**src/rtl/kwd_pkg.sv**
```systemverilog
// Shared types and constants for the keyed watchdog.
// Assumes a 32-bit write port; the key and enable positions are fixed.
package kwd_pkg;
    typedef enum logic [1:0] {
        PH_IDLE = 2'b00,
        PH_PRE  = 2'b01,
        PH_ACT  = 2'b10,
        PH_SVC  = 2'b11
    } phase_t;

    localparam int          KEY_W    = 16;
    localparam int          KEY_LSB  = 16;
    localparam int          EN_BIT   = 14;
    localparam logic [15:0] KEY_ARM  = 16'hA5C6;
    localparam logic [15:0] KEY_GO   = 16'hDA7E;
    localparam logic [1:0]  MODE_WD  = 2'b10;
    localparam int          CFG_W    = 4;
endpackage

```
**src/rtl/kwd_cfg_reg.sv**
```systemverilog
// Global configuration register: a timer mode field and two release bits.
// Assumes the caller gates the write strobe with the lock condition.
module kwd_cfg_reg
    import kwd_pkg::*;
(
    input  logic             clk,
    input  logic             rst_n,
    input  logic             wr,
    input  logic [CFG_W-1:0] wr_bits,
    output logic             cfg_ok
);
    logic [1:0] mode_q;
    logic [1:0] rel_q;

    // Capture the mode and release fields on a permitted write.
    always_ff @(posedge clk) begin
        if (!rst_n) begin
            mode_q <= '0;
            rel_q  <= '0;
        end else if (wr) begin
            mode_q <= wr_bits[3:2];
            rel_q  <= wr_bits[1:0];
        end
    end

    // Valid only in watchdog mode with both halves released.
    always_comb cfg_ok = (mode_q == MODE_WD) && (&rel_q);
endmodule

```
**src/rtl/kwd_key_fsm.sv**
```systemverilog
// Key-sequence state machine: idle -> pre-armed -> armed, with service loop.
// Assumes ctrl_wr is a single-cycle strobe for the control register.
module kwd_key_fsm
    import kwd_pkg::*;
(
    input  logic             clk,
    input  logic             rst_n,
    input  logic             ctrl_wr,
    input  logic             en_bit,
    input  logic [KEY_W-1:0] key,
    input  logic             cfg_ok,
    output phase_t           phase,
    output logic             bad_key,
    output logic             svc_clr
);
    phase_t phase_q, phase_d;

    // Next-phase and event decode for one control write.
    always_comb begin
        phase_d = phase_q;
        bad_key = 1'b0;
        svc_clr = 1'b0;
        if (ctrl_wr) begin
            unique case (phase_q)
                PH_IDLE: if (cfg_ok && en_bit && key == KEY_ARM) phase_d = PH_PRE;
                PH_PRE:  if (cfg_ok && en_bit && key == KEY_GO)  phase_d = PH_ACT;
                PH_ACT: begin
                    if (key == KEY_ARM) phase_d = PH_SVC;
                    else                bad_key = 1'b1;
                end
                PH_SVC: begin
                    if (key == KEY_GO) begin
                        phase_d = PH_ACT;
                        svc_clr = 1'b1;
                    end else begin
                        bad_key = 1'b1;
                    end
                end
                default: phase_d = PH_IDLE;
            endcase
        end
    end

    // Phase register.
    always_ff @(posedge clk) begin
        if (!rst_n) phase_q <= PH_IDLE;
        else        phase_q <= phase_d;
    end

    assign phase = phase_q;
endmodule

```
**src/rtl/kwd_counter.sv**
```systemverilog
// Wide count-up counter with a limit register and equality compare.
// Assumes CNT_W is a multiple of DATA_W; segment writes are pre-gated.
module kwd_counter #(
    parameter int CNT_W  = 64,
    parameter int DATA_W = 32,
    localparam int NSEG  = CNT_W / DATA_W
) (
    input  logic              clk,
    input  logic              rst_n,
    input  logic [NSEG-1:0]   cnt_wr,
    input  logic [NSEG-1:0]   prd_wr,
    input  logic [DATA_W-1:0] wr_data,
    input  logic              run,
    input  logic              clr,
    output logic              hit
);
    logic [CNT_W-1:0]  cnt_q;
    logic [CNT_W-1:0]  prd_flat;
    logic [DATA_W-1:0] prd_seg [NSEG];

    // One limit word per segment.
    for (genvar g = 0; g < NSEG; g++) begin : g_prd
        always_ff @(posedge clk) begin
            if (!rst_n)        prd_seg[g] <= '0;
            else if (prd_wr[g]) prd_seg[g] <= wr_data;
        end
        assign prd_flat[g*DATA_W +: DATA_W] = prd_seg[g];
    end

    // Count register: clear beats count, count beats software load.
    always_ff @(posedge clk) begin
        if (!rst_n) begin
            cnt_q <= '0;
        end else if (clr) begin
            cnt_q <= '0;
        end else if (run) begin
            cnt_q <= cnt_q + 1'b1;
        end else begin
            for (int i = 0; i < NSEG; i++) begin
                if (cnt_wr[i]) cnt_q[i*DATA_W +: DATA_W] <= wr_data;
            end
        end
    end

    // Expiry compare on the current count.
    always_comb hit = (cnt_q == prd_flat);
endmodule

```
**src/rtl/keyed_watchdog.sv**
```systemverilog
// Top of the keyed watchdog: address decode, lock, and sticky reset request.
// Assumes one write per cycle; the register map is derived from the counter width.
module keyed_watchdog #(
    parameter int ADDR_W = 3,
    parameter int DATA_W = 32,
    parameter int CNT_W  = 64
) (
    input  logic              clk,
    input  logic              rst_n,
    input  logic              wr_en,
    input  logic [ADDR_W-1:0] wr_addr,
    input  logic [DATA_W-1:0] wr_data,
    output logic [1:0]        phase,
    output logic              rst_req
);
    import kwd_pkg::*;

    localparam int NSEG      = CNT_W / DATA_W;
    localparam int CFG_ADDR  = 0;
    localparam int CNT_BASE  = 1;
    localparam int PRD_BASE  = CNT_BASE + NSEG;
    localparam int CTRL_ADDR = PRD_BASE + NSEG;

    phase_t          ph;
    logic            locked;
    logic            cfg_ok;
    logic            ctrl_wr;
    logic            bad_key;
    logic            svc_clr;
    logic            hit;
    logic            run;
    logic            rst_req_q;
    logic [NSEG-1:0] cnt_wr;
    logic [NSEG-1:0] prd_wr;

    // Lock the setup registers once the unit is armed.
    always_comb begin
        locked  = (ph == PH_ACT) || (ph == PH_SVC);
        ctrl_wr = wr_en && (wr_addr == ADDR_W'(CTRL_ADDR));
        run     = locked && !rst_req_q;
    end

    // Per-segment write strobes for count and limit.
    for (genvar g = 0; g < NSEG; g++) begin : g_dec
        assign cnt_wr[g] = wr_en && !locked && (wr_addr == ADDR_W'(CNT_BASE + g));
        assign prd_wr[g] = wr_en && !locked && (wr_addr == ADDR_W'(PRD_BASE + g));
    end

    kwd_cfg_reg u_cfg (
        .clk     (clk),
        .rst_n   (rst_n),
        .wr      (wr_en && !locked && (wr_addr == ADDR_W'(CFG_ADDR))),
        .wr_bits (wr_data[CFG_W-1:0]),
        .cfg_ok  (cfg_ok)
    );

    kwd_key_fsm u_fsm (
        .clk     (clk),
        .rst_n   (rst_n),
        .ctrl_wr (ctrl_wr),
        .en_bit  (wr_data[EN_BIT]),
        .key     (wr_data[KEY_LSB +: KEY_W]),
        .cfg_ok  (cfg_ok),
        .phase   (ph),
        .bad_key (bad_key),
        .svc_clr (svc_clr)
    );

    kwd_counter #(.CNT_W(CNT_W), .DATA_W(DATA_W)) u_cnt (
        .clk     (clk),
        .rst_n   (rst_n),
        .cnt_wr  (cnt_wr),
        .prd_wr  (prd_wr),
        .wr_data (wr_data),
        .run     (run),
        .clr     (svc_clr),
        .hit     (hit)
    );

    // Sticky reset request: set on a bad key or on expiry while armed.
    always_ff @(posedge clk) begin
        if (!rst_n)                          rst_req_q <= 1'b0;
        else if (bad_key || (locked && hit)) rst_req_q <= 1'b1;
    end

    assign phase   = ph;
    assign rst_req = rst_req_q;
endmodule

```
**config.mk**
```make
export PLATFORM = sky130hd
export DESIGN_NAME = keyed_watchdog
export DESIGN_NICKNAME = d
export VERILOG_FILES = /design/src/rtl/kwd_pkg.sv /design/src/rtl/kwd_cfg_reg.sv /design/src/rtl/kwd_key_fsm.sv /design/src/rtl/kwd_counter.sv /design/src/rtl/keyed_watchdog.sv
export SDC_FILE = /design/constraint.sdc
export NUM_CORES = 1
export LEC_CHECK = 0
export BUFFER_PORTS_ARGS = -buffer_cell sky130_fd_sc_hd__buf_2
export CAP_MARGIN = 20
export CORE_AREA = 8 8 172 174
export CTS_BUF_LIST = sky130_fd_sc_hd__clkbuf_16
export CTS_CLUSTER_DIAMETER = 120
export DETAILED_ROUTE_END_ITERATION = 10
export DIE_AREA = 0 0 180 182
export GPL_TIMING_DRIVEN = 1
export SKIP_CTS_REPAIR_TIMING = 1
export SLEW_MARGIN = 20
export SYNTH_ARGS = -nofsm -noshare
export SYNTH_HDL_FRONTEND = slang
export SYNTH_HIERARCHICAL = 1
export SYNTH_SLANG_ARGS = --single-unit
```
**constraint.sdc**
```tcl
create_clock -name clk -period 3.4 [get_ports clk]
set_input_delay 0.34 -clock clk [delete_from_list [all_inputs] [get_ports clk]]
set_output_delay 0.34 -clock clk [all_outputs]
set_load 0.05 [all_outputs]
```
# Word level (Yosys, flattened, before mapping)
# Memories as Yosys holds them, arrays and structs flattened.
# Index checks and enable logic that the tools add are counted.
totals:
  reg_bits: 71
  memories: 1
  ramBits: 64
  out_inout_bits: 3
  in_bits: 38
classes:
  addsub: 1
  n_reduce_logical: 24
  bitwise_logic: 3
  eq_ne: 16
  muxes: 24
mem_list:
  columns: ["name", "depth", "word_bits", "read_ports", "rd_ports_with_merged_regs", "write_ports", "line_no", "source"]
  rows:
  - ["u_cnt.prd_seg", 2, 32, 2, 0, 2, "kwd_counter.sv:19", "logic [DATA_W-1:0] prd_seg [NSEG];"]
ops:
  columns: ["cell", "count"]
  rows:
  - ["2-to-1 mux 32 bit", 4]
  - ["adder 64 x 1 -> 64 bit, second input constant", 1]
  - ["equality test 64 bit", 1]
  - ["2-to-1 mux 64 bit", 1]
  - ["equality test 16 bit, second input constant", 2]
  - ["logical AND 1 bit", 13]
  - ["2-to-1 mux 1 bit", 13]
  - ["2-to-1 mux 2 bit", 4]
  - ["!= test 2 x 1 -> 1 bit, second input constant", 4]
  - ["case mux 2 bit (4 select lines)", 1]
  - ["equality test 2 bit, second input constant", 3]
  - ["equality test 3 x 2 -> 1 bit, second input constant", 2]
  - ["equality test 3 bit, second input constant", 2]
  - ["AND reduction 5 bit", 1]
  - ["nonzero test 2 bit", 2]
  - ["equality test 3 x 1 -> 1 bit, second input constant", 1]
  - ["logical NOT 3 bit", 1]
  - ["equality test 2 x 1 -> 1 bit, second input constant", 1]
  - ["logical NOT 1 bit", 2]
  - ["logical NOT 2 bit", 1]
  - ["logical OR 1 bit", 2]
  - ["bitwise OR 1 bit", 2]
  - ["case mux 1 bit (2 select lines)", 1]
  - ["AND reduction 2 bit", 1]
  - ["other kinds (2)", 2]

# Depth between registers and ports, before layout
logic_depth:
  word_depth: 9
  mapped_depth: 9
  mapped_depth_nobuf: 9

# Hierarchy
# The synthesis kept the hierarchy.
by_module_without_submodules:
  columns: ["mod", "cells_each", "instances", "area_each_um2"]
  rows:
  - ["kwd_counter", 780, 1, 7180.6]
  - ["kwd_key_fsm", 24, 1, 205.2]
  - ["kwd_cfg_reg", 14, 1, 166.4]
  - ["keyed_watchdog", 11, 1, 112.6]

# Worst setup path after synthesis
# No wires, ideal clock.
synth_path:
  path_type: "reg2reg"
  start: "register u_fsm.phase_q[1] (netlist: u_fsm/phase[1])"
  end: "memory u_cnt.prd_seg[0][0] (enable)"
  stages_incl_launch_ff: 4
  n_path_buf: 0
  path_slack_ns: 0.870
  period_less_slack_ns: 2.530
  arrival_time_ns: 2.136
  cell_sequence: "dfxtp_1 -> nand2b_4 -> nor4bb_1 -> nand2b_1"
synth_lines:
  columns: ["item", "line_no", "source"]
  rows:
  - ["start, declared", "kwd_key_fsm.sv:16", "phase_t phase_q, phase_d;"]
  - ["start signal, assigned", "kwd_key_fsm.sv:47", "else phase_q <= phase_d;"]
  - ["end, declared", "kwd_counter.sv:19", null]

# Worst setup path in the final report
layout_path:
  start: "register u_cnt.cnt_q[0]"
  end: "register u_cnt.cnt_q[58]"
layout_via:
  elab_chain_cells: 2
layout_rtl:
  columns: ["item", "line_no", "source"]
  rows:
  - ["start, declared", "kwd_counter.sv:17", "logic [CNT_W-1:0] cnt_q;"]
  - ["start signal, assigned", "kwd_counter.sv:37", "cnt_q <= cnt_q + 1'b1;"]
  - ["start signal, assigned by index", "kwd_counter.sv:40", "if (cnt_wr[i]) cnt_q[i*DATA_W +: DATA_W] <= wr_data;"]
  - ["adder 64 x 1 -> 64 bit", "kwd_counter.sv:37", null]
  - ["2-to-1 mux 64 bit", "kwd_counter.sv:36", "end else if (run) begin"]
# Every way passes these cells.
# A chain may end at the register's enable or synchronous reset.

==> impl_metrics.csv <==
group,metric,value,unit
route,vias_per_cell,5.57,
setup_path,reg2reg_from,"u_cnt/cnt_q[0]$_SDFFE_PP0P_",
floorplanning,die_h,182,µm
place,hpwl,18.5,mm
run_status,status,"finished clean",
final_layout,layout_common_cells,"72 x and3_1, 71 x dfxtp_1, 65 x xor2_1",
route,post_drt_wl_per_cell,21.7,µm
setup_path,path_depth,7,
synth,yosysWarnings,6,
cts,cts-buffers-inserted,17,
setup_path,worstSetupPathType,"register to register",
timing,fmax,0.372,GHz
cts,cts_tree,"built",
setup_path,crit_path_frequent_cell,"nand4_1",
cts,clkTransAtPathRegs,0.06,ns
power_and_ir_drop,power.density,453,nW/µm²
synth,ys.flop_type,"dfxtp_1",
final_layout,final_cells,1202,
synth,synth_edf_count,64,
timing,maxSlewHeadroom,0.356,
global_routing,grt_overflow,0,
timing,post-route-period-util,0.791,
setup_path,slowest_stage,"dfxtp_1",
route,vias,6693,
synth,synth_cell_types,67,
setup_path,startpoint,"u_cnt/cnt_q[0]$_SDFFE_PP0P_",
cts,cts-root-buf,"clkbuf_16",
route,dr.first_iter.drc_count,605,
synth,synth.avg_cell_area,9.25,µm²
synth,synth_nets,868,
place,port_buffers,40,
final_layout,drive_gt1_frac,0.161,
final_layout,n_antenna_cell,0,
setup_path,max_stage_delay,0.50,ns
power_and_ir_drop,peakVddDrop,0.000331,V
floorplanning,start_util,0.288,
synth,synth_area,7660,µm²
route,ant_nets,0,
power_and_ir_drop,leakagePower,3.28,nW
setup_path,ff2ff_path_depth,7,
timing,fin_setup_tns,0,ns
hold_path,hp-class,"input port to register",
floorplanning,core_area,26700,µm²
setup_path,cp_max_fo,8,
setup_path,arrival,2.96,ns
global_routing,first_global_vias,6534,
synth,async_flop_share,0,
synth,synthCells,829,
hold_path,hold_path_depth,3,
final_layout,num-nets-final,887,
setup_path,critical_path.top_delay_family,"simple AND/OR/NAND/NOR gates",
place,gp_congestion,0.918,
timing,rsz0062_at_grt,"no",
global_routing,grt.total_usage,0.157,
route,drcViolationCount,0,
setup_path,path_buf_inv,0,
setup_path,worstSetupStartpointType,"register",
setup_path,critPathRequiredTime,3.68,ns
setup_path,path_cells,"ha_1 > nand4_1 > nor3_1 > nand4_1 > nor4_1 > xnor2_1 > a21oi_1",
cts,htreeDepth,4,
timing,setup_viol,0,
timing,period_needed,2.69,ns
floorplanning,die-area,32800,µm²
cts,clock_latency,0.43,ns
route,first_pass_iters,5,
global_routing,grt_pass1_wl,39.5,mm
job,drv_cap,0,
floorplanning,num_io_pins,41,
synth,ys_ff_latch,135,
timing,finalHoldViolations,0,
final_layout,area_growth,15.2,%
synth,yosysSeqAreaShare,0.436,
global_routing,antenna_found_initial,0,
floorplanning,row_count,60,
floorplanning,dieWidth,180,µm
cts,clock-sinks,135,
hold_path,min_from,"wr_data[8]",
setup_path,end_kind,"register",
timing,finalClockSkew,0.0126,ns
global_routing,grt_max_degree,85,
final_layout,final_common_cell,"and3_1",
route,drt_wl_total,26.1,mm
timing,drv_slew,0,
cts,cts_buffer_depth,2,
timing,tightestPinTransition,0.957,ns
place,place_inst,1170,
## tightest hold or removal path: cells and delay by family
kind	cells	cell delay (ns)
AO/OA/AOI/OAI	1	0.08
AND/OR/NAND/NOR	1	0.07
buffers and inverters	1	0.14
## cells in the mapped netlist (4+ instances only)
master | n | share of area
a21oi_1 | 61 | 0.040
nor3_1 | 37 | 0.024
clkbuf_1 | 47 | 0.023
dfxtp_1 | 71 | 0.19
a22oi_1 | 6 | 0.0059
and4b_1 | 4 | 0.0052
mux2_2 | 24 | 0.035
nand3_1 | 28 | 0.018
xor2_1 | 65 | 0.074
inv_1 | 9 | 0.0044
mux2i_1 | 8 | 0.010
and3_1 | 72 | 0.059
nand4_1 | 29 | 0.024
or2_2 | 5 | 0.0041
xnor2_1 | 23 | 0.026
a21o_1 | 7 | 0.0069
o21ai_0 | 39 | 0.025
a31oi_1 | 5 | 0.0041
nor2b_1 | 9 | 0.0073
nor2_1 | 56 | 0.027
a211oi_1 | 4 | 0.0039
nand2b_1 | 6 | 0.0049
buf_1 | 5 | 0.0024
nor4_1 | 29 | 0.024
and4_1 | 4 | 0.0046
nand2_1 | 47 | 0.023
edfxtp_1 | 64 | 0.25
## where the power goes
| part | total [W] | switching [W] | leakage, nW | internal, W |
|---|---|---|---|---|
| combinational | 0.000295 | 0.000194 | 1.81 | 0.000101 |
| sequential | 0.00183 | 0.0000594 | 1.19 | 0.00177 |
| clock | 0.00187 | 0.000728 | 0.279 | 0.00114 |
## through the flow
step | utilization | total power [W] | setup slack, ns | hold slack, ns | instance area, µm²
finish | 0.331 | 0.00400 | 0.712 | 0.241 | 8830
global route | 0.331 | 0.00410 | 0.511 | 0.250 | 8830
CTS | 0.331 | 0.00402 | 0.786 | 0.226 | 8830
detailed placement | 0.309 | 0.00216 | 0.795 | 0.509 | 8240
global placement | 0.309 | 0.00215 | 0.785 | 0.490 | 8240
floorplan | - | 0.00200 | 0.870 | 0.453 | 7660
## area by class of cell
class	count	area [µm²]
inverters	9	33.8
repair buffers	58	335
clock inverters	15	163
fillers	2753	17800
clock buffers	17	425
flip-flops and latches	135	3340
well taps	341	427
multi-input cells	627	4100
## flip-flops by register name, summed over array words and instances, names as in the netlist
register / count
u_fsm/phase: 2
u_cnt/prd_seg: 64
u_cnt/cnt_q: 64
rst_req: 1
u_cfg/rel_q: 2
u_cfg/mode_q: 2
## cell families (layout without fill, tap and decap cells)
group / after synthesis / after routing / share of synthesized area
AO/OA/AOI/OAI: 152 / 152 / 0.120
XOR/XNOR: 88 / 88 / 0.101
adder cells (fa/ha/maj): 1 / 1 / 0.00163
buffers and inverters: 67 / 99 / 0.0346
flip-flops: 135 / 135 / 0.436
multiplexers: 32 / 32 / 0.0457
AND/OR/NAND/NOR: 354 / 354 / 0.262
## worst paths after layout
path	to	slack, ns
hold reg to reg	u_cfg/rel_q[0]$_SDFFE_PN0P_	0.52
setup / recovery	u_cnt/cnt_q[58]$_SDFFE_PP0P_	0.71
setup reg to reg	u_cnt/cnt_q[58]$_SDFFE_PP0P_	0.71
hold / removal	u_cnt/cnt_q[8]$_SDFFE_PP0P_	0.24
## per-layer routing
| metal | wire, µm | global-route usage | part of all wire | vias to the layer above |
|---|---|---|---|---|
| met5 | 0 | 0 | 0 | - |
| met4 | 1100 | 0.0784 | 0.042 | 0 |
| met3 | 2110 | 0.0371 | 0.081 | 66 |
| met2 | 11500 | 0.242 | 0.44 | 306 |
| met1 | 11300 | 0.202 | 0.43 | 3214 |
| li1 | - | - | - | 3107 |
No activity file was read; power rests on OpenSTA's default activity.
